### src/rtl/dcp_pkg.sv
`timescale 1ns/1ps
package dcp_pkg;

    localparam int REG_W = 16;

    localparam logic [REG_W-1:0] ADR_XFER = 16'h0600;
    localparam logic [REG_W-1:0] ADR_HDR  = 16'h0602;
    localparam logic [REG_W-1:0] ADR_WCNT = 16'h0604;
    localparam logic [REG_W-1:0] ADR_PAY  = 16'h0610;

    localparam logic [7:0] DT_SHORT_NOARG = 8'h05;
    localparam logic [7:0] DT_SHORT_ARG   = 8'h15;
    localparam logic [7:0] DT_LONG        = 8'h39;

    localparam logic [REG_W-1:0] FLAG_SHORT = 16'h1000;
    localparam logic [REG_W-1:0] FLAG_LONG  = 16'h4000;

    typedef enum logic [1:0] {
        ST_IDLE  = 2'd0,
        ST_WRITE = 2'd1,
        ST_POLL  = 2'd2
    } dcp_state_e;

    typedef struct packed {
        logic             we;
        logic [REG_W-1:0] addr;
        logic [REG_W-1:0] data;
    } dcp_op_t;

    function automatic logic [REG_W-1:0] hdr_word(input int unsigned n);
        logic [7:0] dt;
        if (n == 1)      dt = DT_SHORT_NOARG;
        else if (n == 2) dt = DT_SHORT_ARG;
        else             dt = DT_LONG;
        return ((n <= 2) ? FLAG_SHORT : FLAG_LONG) | {8'h00, dt};
    endfunction

    function automatic logic [REG_W-1:0] wcnt_word(input int unsigned n);
        return (n <= 2) ? '0 : REG_W'(n);
    endfunction

endpackage

### src/rtl/dcp_op_gen.sv
`timescale 1ns/1ps
module dcp_op_gen
    import dcp_pkg::*;
#(
    parameter int MAX_BYTES = 8,
    parameter int LEN_W     = 4,
    parameter int STEP_W    = 3
) (
    input  logic [STEP_W-1:0]      step,
    input  logic [LEN_W-1:0]       len,
    input  logic [MAX_BYTES*8-1:0] bytes,
    output dcp_op_t                op,
    output logic                   last
);
    localparam int NWORDS = (MAX_BYTES + 1) / 2;

    logic [REG_W-1:0] pay [NWORDS];
    logic [STEP_W-1:0] nwords;

    for (genvar k = 0; k < NWORDS; k++) begin : g_pack
        assign pay[k][7:0] = bytes[16*k +: 8];
        if (2*k + 1 < MAX_BYTES) begin : g_hi
            assign pay[k][15:8] = (2*k + 1 < int'(len)) ? bytes[16*k+8 +: 8] : 8'h00;
        end else begin : g_nohi
            assign pay[k][15:8] = 8'h00;
        end
    end

    assign nwords = STEP_W'((int'(len) + 1) / 2);
    assign last   = (step == nwords + STEP_W'(2));

    always_comb begin
        op      = '0;
        op.we   = 1'b1;
        if (step == STEP_W'(0)) begin
            op.addr = ADR_HDR;
            op.data = hdr_word(int'(len));
        end else if (step == STEP_W'(1)) begin
            op.addr = ADR_WCNT;
            op.data = wcnt_word(int'(len));
        end else if (last) begin
            op.addr = ADR_XFER;
            op.data = 16'h0001;
        end else begin
            op.addr = ADR_PAY + REG_W'(2 * (int'(step) - 2));
            for (int k = 0; k < NWORDS; k++) begin
                if (step == STEP_W'(k + 2)) op.data = pay[k];
            end
        end
    end

endmodule

### src/rtl/dcp_poll_ctr.sv
`timescale 1ns/1ps
module dcp_poll_ctr #(
    parameter int POLL_LIMIT = 100
) (
    input  logic clk,
    input  logic rst,
    input  logic clear,
    input  logic inc,
    output logic at_last
);
    localparam int CNT_W = $clog2(POLL_LIMIT + 1);

    logic [CNT_W-1:0] cnt;

    always_ff @(posedge clk) begin
        if (rst || clear) cnt <= '0;
        else if (inc)     cnt <= cnt + CNT_W'(1);
    end

    assign at_last = (cnt == CNT_W'(POLL_LIMIT - 1));

    assert_poll_bound_R6: assert property (@(posedge clk) disable iff (rst)
        inc |-> (cnt < CNT_W'(POLL_LIMIT)));

endmodule

### src/rtl/dcp_seq.sv
`timescale 1ns/1ps
module dcp_seq
    import dcp_pkg::*;
#(
    parameter int STEP_W = 3
) (
    input  logic              clk,
    input  logic              rst,
    input  logic              start,
    input  logic              len_ok,
    input  logic              bus_ack,
    input  logic              rd_busy,
    input  logic              op_last,
    input  logic              poll_last,
    output dcp_state_e        state,
    output logic [STEP_W-1:0] step,
    output logic              accept,
    output logic              poll_inc,
    output logic              done,
    output logic              len_err,
    output logic              timeout
);
    assign accept   = start && (state == ST_IDLE);
    assign poll_inc = (state == ST_POLL) && bus_ack;

    always_ff @(posedge clk) begin
        if (rst) begin
            state   <= ST_IDLE;
            step    <= '0;
            done    <= 1'b0;
            len_err <= 1'b0;
            timeout <= 1'b0;
        end else begin
            done <= 1'b0;
            unique case (state)
                ST_IDLE: if (start) begin
                    len_err <= !len_ok;
                    timeout <= 1'b0;
                    step    <= '0;
                    if (len_ok) state <= ST_WRITE;
                    else        done  <= 1'b1;
                end
                ST_WRITE: if (bus_ack) begin
                    if (op_last) state <= ST_POLL;
                    else         step  <= step + STEP_W'(1);
                end
                ST_POLL: if (bus_ack) begin
                    if (!rd_busy) begin
                        done  <= 1'b1;
                        state <= ST_IDLE;
                    end else if (poll_last) begin
                        done    <= 1'b1;
                        timeout <= 1'b1;
                        state   <= ST_IDLE;
                    end
                end
                default: state <= ST_IDLE;
            endcase
        end
    end

    assert_done_single_R5: assert property (@(posedge clk) disable iff (rst)
        done |=> !done);

    assert_busy_ignores_start_R9: assert property (@(posedge clk) disable iff (rst)
        (state == ST_WRITE && start && !bus_ack) |=> (state == ST_WRITE && $stable(step)));

endmodule

### src/rtl/dsi_cmd_packer.sv
`timescale 1ns/1ps
module dsi_cmd_packer
    import dcp_pkg::*;
#(
    parameter int MAX_BYTES  = 8,
    parameter int LEN_W      = 4,
    parameter int POLL_LIMIT = 100
) (
    input  logic                   clk,
    input  logic                   rst,
    input  logic                   start,
    input  logic [LEN_W-1:0]       cmd_len,
    input  logic [MAX_BYTES*8-1:0] cmd_bytes,
    output logic                   bus_req,
    output logic                   bus_we,
    output logic [15:0]            bus_addr,
    output logic [15:0]            bus_wdata,
    input  logic                   bus_ack,
    input  logic [15:0]            bus_rdata,
    output logic                   done,
    output logic                   len_err,
    output logic                   timeout
);
    localparam int NWORDS = (MAX_BYTES + 1) / 2;
    localparam int STEP_W = $clog2(NWORDS + 3);

    dcp_state_e             state;
    logic [STEP_W-1:0]      step;
    logic                   accept, poll_inc, poll_last, op_last, len_ok;
    logic [LEN_W-1:0]       len_q;
    logic [MAX_BYTES*8-1:0] bytes_q;
    dcp_op_t                wr_op;
    logic                   unused_rd;

    assign len_ok    = (cmd_len != '0) && (int'(cmd_len) <= MAX_BYTES);
    assign unused_rd = ^bus_rdata[15:1];

    always_ff @(posedge clk) begin
        if (rst) begin
            len_q   <= '0;
            bytes_q <= '0;
        end else if (accept) begin
            len_q   <= cmd_len;
            bytes_q <= cmd_bytes;
        end
    end

    dcp_seq #(.STEP_W(STEP_W)) u_seq (
        .clk(clk), .rst(rst), .start(start), .len_ok(len_ok),
        .bus_ack(bus_ack), .rd_busy(bus_rdata[0]), .op_last(op_last),
        .poll_last(poll_last), .state(state), .step(step), .accept(accept),
        .poll_inc(poll_inc), .done(done), .len_err(len_err), .timeout(timeout)
    );

    dcp_op_gen #(.MAX_BYTES(MAX_BYTES), .LEN_W(LEN_W), .STEP_W(STEP_W)) u_gen (
        .step(step), .len(len_q), .bytes(bytes_q), .op(wr_op), .last(op_last)
    );

    dcp_poll_ctr #(.POLL_LIMIT(POLL_LIMIT)) u_poll (
        .clk(clk), .rst(rst), .clear(accept), .inc(poll_inc), .at_last(poll_last)
    );

    assign bus_req   = (state != ST_IDLE);
    assign bus_we    = (state == ST_WRITE);
    assign bus_addr  = (state == ST_WRITE) ? wr_op.addr : ADR_XFER;
    assign bus_wdata = (state == ST_WRITE) ? wr_op.data : '0;

    assert_req_hold_R8: assert property (@(posedge clk) disable iff (rst)
        (bus_req && !bus_ack) |=> (bus_req && $stable(bus_addr) && $stable(bus_wdata) && $stable(bus_we)));

    assert_bad_len_quiet_R7: assert property (@(posedge clk) disable iff (rst)
        (start && !bus_req && !len_ok) |=> (!bus_req && done && len_err));

    assert_poll_addr_R5: assert property (@(posedge clk) disable iff (rst)
        (bus_req && !bus_we) |-> (bus_addr == ADR_XFER));

    assert_timeout_cause_R6: assert property (@(posedge clk) disable iff (rst)
        (done && timeout) |-> $past(bus_req && !bus_we && bus_ack && bus_rdata[0]));

endmodule

### config.mk
export PLATFORM = sky130hd
export DESIGN_NAME = dsi_cmd_packer
export DESIGN_NICKNAME = d
export VERILOG_FILES = /design/src/rtl/dcp_pkg.sv /design/src/rtl/dcp_op_gen.sv /design/src/rtl/dcp_poll_ctr.sv /design/src/rtl/dcp_seq.sv /design/src/rtl/dsi_cmd_packer.sv
export SDC_FILE = /design/constraint.sdc
export NUM_CORES = 1
export LEC_CHECK = 0
export ABC_AREA = 0
export BUFFER_PORTS_ARGS = -buffer_cell sky130_fd_sc_hd__buf_2
export CAP_MARGIN = 10
export CORE_UTILIZATION = 35
export CTS_CLUSTER_DIAMETER = 100
export DETAILED_ROUTE_END_ITERATION = 10
export PLACE_DENSITY = 0.59
export SETUP_SLACK_MARGIN = 0.05
export SYNTH_ARGS = -nofsm -noshare
export SYNTH_HDL_FRONTEND = slang
export SYNTH_SLANG_ARGS = --single-unit
### constraint.sdc
create_clock -name clk -period 6.2 [get_ports clk]
set_input_delay 1.24 -clock clk [delete_from_list [all_inputs] [get_ports clk]]
set_output_delay 1.24 -clock clk [all_outputs]
set_load 0.01 [all_outputs]
# After elaboration in Yosys (flattened, before gate mapping)
# Cells that the tools add are included.
[classes]
eq_ne = 20
reduce_logical = 15
order_cmp = 6
n_addsub = 7
bitwise_logic = 2
n_mux = 41
[op_table]
columns = ["operator", "count"]
rows = [
  ["2-to-1 mux 16 bit", 6],
  ["2-to-1 mux 32 bit", 3],
  ["2-to-1 mux 8 bit", 6],
  ["adder 11 x 16 -> 16 bit, first input constant", 1],
  ["bitwise OR 16 x 8 -> 16 bit", 1],
  ["2-to-1 mux 15 bit", 1],
  ["2-to-1 mux 2 bit", 7],
  ["!= test 2 bit, second input constant", 5],
  ["2-to-1 mux 1 bit", 9],
  ["2-to-1 mux 3 bit", 3],
  ["less-than comparator 3 x 4 -> 1 bit, first input constant", 2],
  ["adder 7 x 1 -> 7 bit, second input constant", 1],
  ["equality test 7 bit, second input constant", 1],
  ["equality test 3 x 2 -> 1 bit, second input constant", 2],
  ["equality test 3 bit, second input constant", 2],
  ["2-to-1 mux 6 bit", 1],
  ["!= test 2 x 1 -> 1 bit, second input constant", 3],
  ["one-hot mux 2 bit (3 select lines)", 1],
  ["one-hot mux 3 bit (2 select lines)", 1],
  ["AND reduction 6 bit", 1],
  ["nonzero test 2 bit", 3],
  ["AND reduction 5 bit", 1],
  ["adder 4 x 1 -> 4 bit, second input constant", 1],
  ["equality test 4 x 1 -> 1 bit, second input constant", 1],
  ["other kinds (25)", 28],
]
[totals]
wordCells = 99
output_inout_bits = 37
regBits = 83
in_bits = 88

# Depth between registers and ports, before layout
[logic_depth]
word_depth = 10
mapped_depth = 9
depth_no_buf = 7

# Cells and area by module
# From an unflattened synthesis, not the netlist that was laid out.
[hier_totals]
cells_unflattened = 474
hier_area_um2 = 4448.0
[by_module_without_submodules]
columns = ["mod", "cells_each", "instances", "area_each_um2"]
rows = [
  ["dsi_cmd_packer", 259, 1, 2665.1],
  ["dcp_op_gen", 138, 1, 1066.0],
  ["dcp_seq", 43, 1, 402.9],
  ["dcp_poll_ctr", 34, 1, 314.1],
]

# Least setup slack after synthesis
# OpenSTA, ideal clock, no wires.
[synth_path]
kind = "register to output"
startpoint = "register u_seq.step[2]"
endpoint = "output port bus_wdata[12]"
t_arrival_ns = 1.960
path_stages_with_launch = 10
setup_slack_ns = 3.000
required_ns = 4.960
cell_sequence = "dfxtp_1 -> buf_6 -> inv_1 -> ha_1 -> nor3b_1 -> and2_1 -> buf_6 -> a22o_1 -> a222oi_1 -> o2bb2ai_1"
[synth_between]
elab_chain_cells = 9
word_cells_on_any_way = 15
[synth_rtl]
columns = ["element", "line_no", "text"]
rows = [
  ["from (decl)", "dcp_seq.sv:16", "output logic [STEP_W-1:0] step,"],
  ["from (signal assigned)", "dcp_seq.sv:45", "else step <= step + STEP_W'(1);"],
  ["equality test 3 x 2 -> 1 bit", "dcp_op_gen.sv:47", "if (step == STEP_W'(k + 2)) op.data = pay[k];"],
  ["2-to-1 mux 16 bit (4 in a row)", "dcp_op_gen.sv:47", ""],
  ["2-to-1 mux 32 bit", "dcp_op_gen.sv:41", "end else if (last) begin"],
  ["2-to-1 mux 32 bit", "dcp_op_gen.sv:38", "end else if (step == STEP_W'(1)) begin"],
  ["2-to-1 mux 32 bit (*)", "dcp_op_gen.sv:35", "if (step == STEP_W'(0)) begin"],
  ["2-to-1 mux 16 bit (*)", "dsi_cmd_packer.sv:66", "assign bus_wdata = (state == ST_WRITE) ? wr_op.data : '0;"],
  ["to (decl)", "dsi_cmd_packer.sv:17", "output logic [15:0] bus_wdata,"],
]
# Mark *: on every way between the ends. The rest lies on a longest branch, timed or not.

# Worst setup path after layout
# Ends and elaborated chain as after synthesis.

==> results.md <==
* Arrival time worst endpoint at around 3.4 ns
* Commonest non-fill, non-tap cell in the layout: nand2_1
* Critical hold path startpoint: u_seq.len_err
* Die area at roughly 12,000 um2
* Register area share after synthesis at 0.4022
* Num CTS Buffers at 9
* First-pass GRT wire length at approximately 18,000 um
* Worst setup SP type: flop
* Ant diodes at 0
* Synth Cell Area at around 4100 um2
* Yosys top cell by area: dfxtp_1
* Row count at 39
* Critical path endpoint category: output pin
* DP HPWL at ~7800 um
* R2r endpoint: u_seq.state[0]
* Antenna-violating nets left at 0
* Clock root buffer: clkbuf_16
* Pin count of the biggest net entering global routing at 77
* MaxCap Viol Count at 0
* Outcome: finished, final reports clean
* Nets at 700
* Setup TNS at 0 ns
* Layout cells sized above 1 at 0.2217
* Crit path launch: u_seq.step[2]
* Most frequent cells in the layout: nand2_1 (154), buf_2 (97), a21oi_1 (85)
* Final non-filler cell total at ~750
* Worst path max stage delay at approximately 0.71 ns
* Pre-CTS setup slack at approximately 1.9 ns
* Worst-Margin Slew at ~0.81 ns
* CTS Buffer Depth at 2
* Layout area overhead at 18.26%
* Worst-Skew Late Latency at 0.34 ns
* Synth async-reset ratio at 0
* DRT iter0 DRCs at ~270
* Clk sinks at 83
* Post-CTS setup buffer count at 0
* CTS clock-pin slew for the worst setup and hold paths at about 0.060 ns
* Initial antenna violation count at 0
* Hold buffers post-CTS at 0
* Final WL at ~11,000 um
* Static Leak at 0.002003 uW
* R2R cell count at 5
* Primary FF master, synth: dfxtp_1
* IO Pins at between 100 and 150
* Yosys warning count at 0
* GR Util All Layers at 0.1853
* Flop2flop setup slack at around 3.9 ns
* Initial Util at 0.3603
* Final max-slew violation count at 0
* Worst Path Max Fanout at 21
* Cell count after synthesis at around 530
* Drc violations at 0
* Hold Crit Class: reg2reg
* Final period util at 0.7524
* Final setup violation count at 0
* Achievable Freq at around 210 MHz
* FF-to-FF Start: u_seq.step[2]
* Setup CP Type: reg2out
* Max-slew headroom at 0.4617
* Register Area at ~1700 um2
* CTS tree: built
* GPL Wtd Cong at 0.8735
* Routed length per instance at 14.66 um
* First-pass DRT Iterations at 5
* DP Cell Count at about 740
* Power Density at around 270 nW/um2
* Vias at around 3.9k
* Post-synth top area share at 0.4022
* Width of the die at about 110 um
* GR Overflow Total at 0
* Crit path max-delay cell type: dfxtp_1
* Final Hold Vio Count at 0
* Worst setup margin at roughly 1.5 ns
* EDFF count, synth at 0
* Netlist cell types at 64
* Worst Skew at roughly 0.0056 ns
* Fill cells at 1,120
* Core area at approximately 11,000 um2
* RSZ-0062 raised after global routing: no
* Worst path cell trace: inv_1 > ha_1 > nor3b_1 > and2_1 > a22o_1 > a222oi_1 > o2bb2ai_1 > buf_2
* Maximum VDD drop at ~0.12 mV
* PostCTS Resize Cnt at 0
* Multi-input gate area at ~2200 um2
* Htree depth at 3
* Average size of a mapped cell at between 7 and 8 um2
* Final hold slack at around 0.45 ns
* Synthesized flop and latch total at 83
* Top cells by area, synth: dfxtp_1 (40%), nand2_1 (14%), a21oi_1 (10%)
* DR vias/cell at roughly 5.2
* Number of port buffers at just under 100
* Vias in the first global route at between 3k and 4k
* Die height at between 100 and 150 um
* CP endpoint: bus_wdata[12]
* Min Tclk post-route at about 4.7 ns
* WP data required at around 5 ns
## layer usage
| layer | track usage | routed length (um) | up-vias | part of all wire |
|---|---|---|---|---|
| met4 | 0.05956 | 140 | 0 | 0.013 |
| li1 | - | - | 1963 | - |
| met2 | 0.2783 | 4765 | 173 | 0.43 |
| met1 | 0.2668 | 5312 | 1790 | 0.48 |
| met3 | 0.03403 | 802 | 8 | 0.073 |
| met5 | 0 | 0 | - | 0 |
## how the worst min path moves through the flow
| stage | slack [ns] | end | cells past startpoint |
|---|---|---|---|
| finish | 0.45 | u_seq.len_err | 2 |
| global route | 0.47 | u_seq.len_err | 2 |
| CTS | 0.46 | u_seq.len_err | 2 |
| detailed placement | 0.45 | u_seq.len_err | 2 |
| global placement | 0.44 | bytes_q[40] | 2 |
| floorplan | 0.43 | bytes_q[46] | 2 |
## cells by family after synthesis
kind of cell               synth area share
other                              0.001818
DFF                                  0.4022
xor gates and xnor gates            0.03119
muxes                              0.007269
and+or+nand+nor                      0.2329
buffers and inverters               0.07783
AOI/OAI and AO/OA                    0.2226
adders and majority gates           0.02423
## area by class of cell
type / instances / share of cell area
inverters: 9 / 0.006914
well taps: 143 / 0.03662
flip-flops and latches: 83 / 0.3401
clock inverters: 6 / 0.01460
repair buffers: 100 / 0.1040
multi-input cells: 401 / 0.4489
clock buffers: 10 / 0.04891
## critical path: cells and delay by family, from the launching register on
kind	cells	cell delay (ns)
adders and majority gates	1	0.44
buffers and inverters	2	0.46
DFF	1	0.71
and+or+nand+nor	2	0.93
AOI/OAI and AO/OA	3	0.53
## power by group
group | leakage, uW | switching [uW] | internal, uW
combinational | 0.00117 | 119 | 72.8
clock | 0.000151 | 224 | 327
sequential | 0.000680 | 26.7 | 569
## Yosys cell counts, types with 2 or more instances
| master | count |
|---|---|
| a32oi_1 | 3 |
| a21oi_1 | 85 |
| clkbuf_1 | 27 |
| inv_1 | 8 |
| a2bb2oi_1 | 2 |
| xnor2_1 | 7 |
| nor2_1 | 26 |
| ha_1 | 8 |
| o31ai_1 | 3 |
| a22o_1 | 3 |
| a221o_1 | 2 |
| nand2_1 | 154 |
| buf_2 | 5 |
| conb_1 | 2 |
| and3_1 | 3 |
| nand3_1 | 5 |
| mux2i_1 | 3 |
| a222oi_1 | 9 |
| nor2b_1 | 5 |
| nand4_1 | 3 |
| xor2_1 | 2 |
| buf_4 | 14 |
| nor3_1 | 5 |
| a22o_2 | 5 |
| buf_6 | 5 |
| and4_1 | 2 |
| nand2b_1 | 4 |
| a22oi_1 | 2 |
| o2111ai_1 | 2 |
| and3_2 | 2 |
| dfxtp_1 | 83 |
| o21ai_0 | 8 |
| or2_2 | 3 |
| a31oi_1 | 4 |
## through the flow
step | power [uW] | utilization | cell area (um2)
global placement | 795.1 | 0.3990 | 4576
floorplan | 737.9 | - | 4169
CTS | 1352 | 0.4261 | 4886
finish | 1339 | 0.4261 | 4886
global route | 1404 | 0.4261 | 4886
detailed placement | 799.6 | 0.3990 | 4576
## registers in the layout, summed over array words and instances, names as in the netlist
signal,count
u_seq.step,3
len_q,4
u_seq.done,1
u_poll.cnt,7
u_seq.len_err,1
u_seq.state,2
u_seq.timeout,1
bytes_q,64
Power figures use the tool's default switching activity.
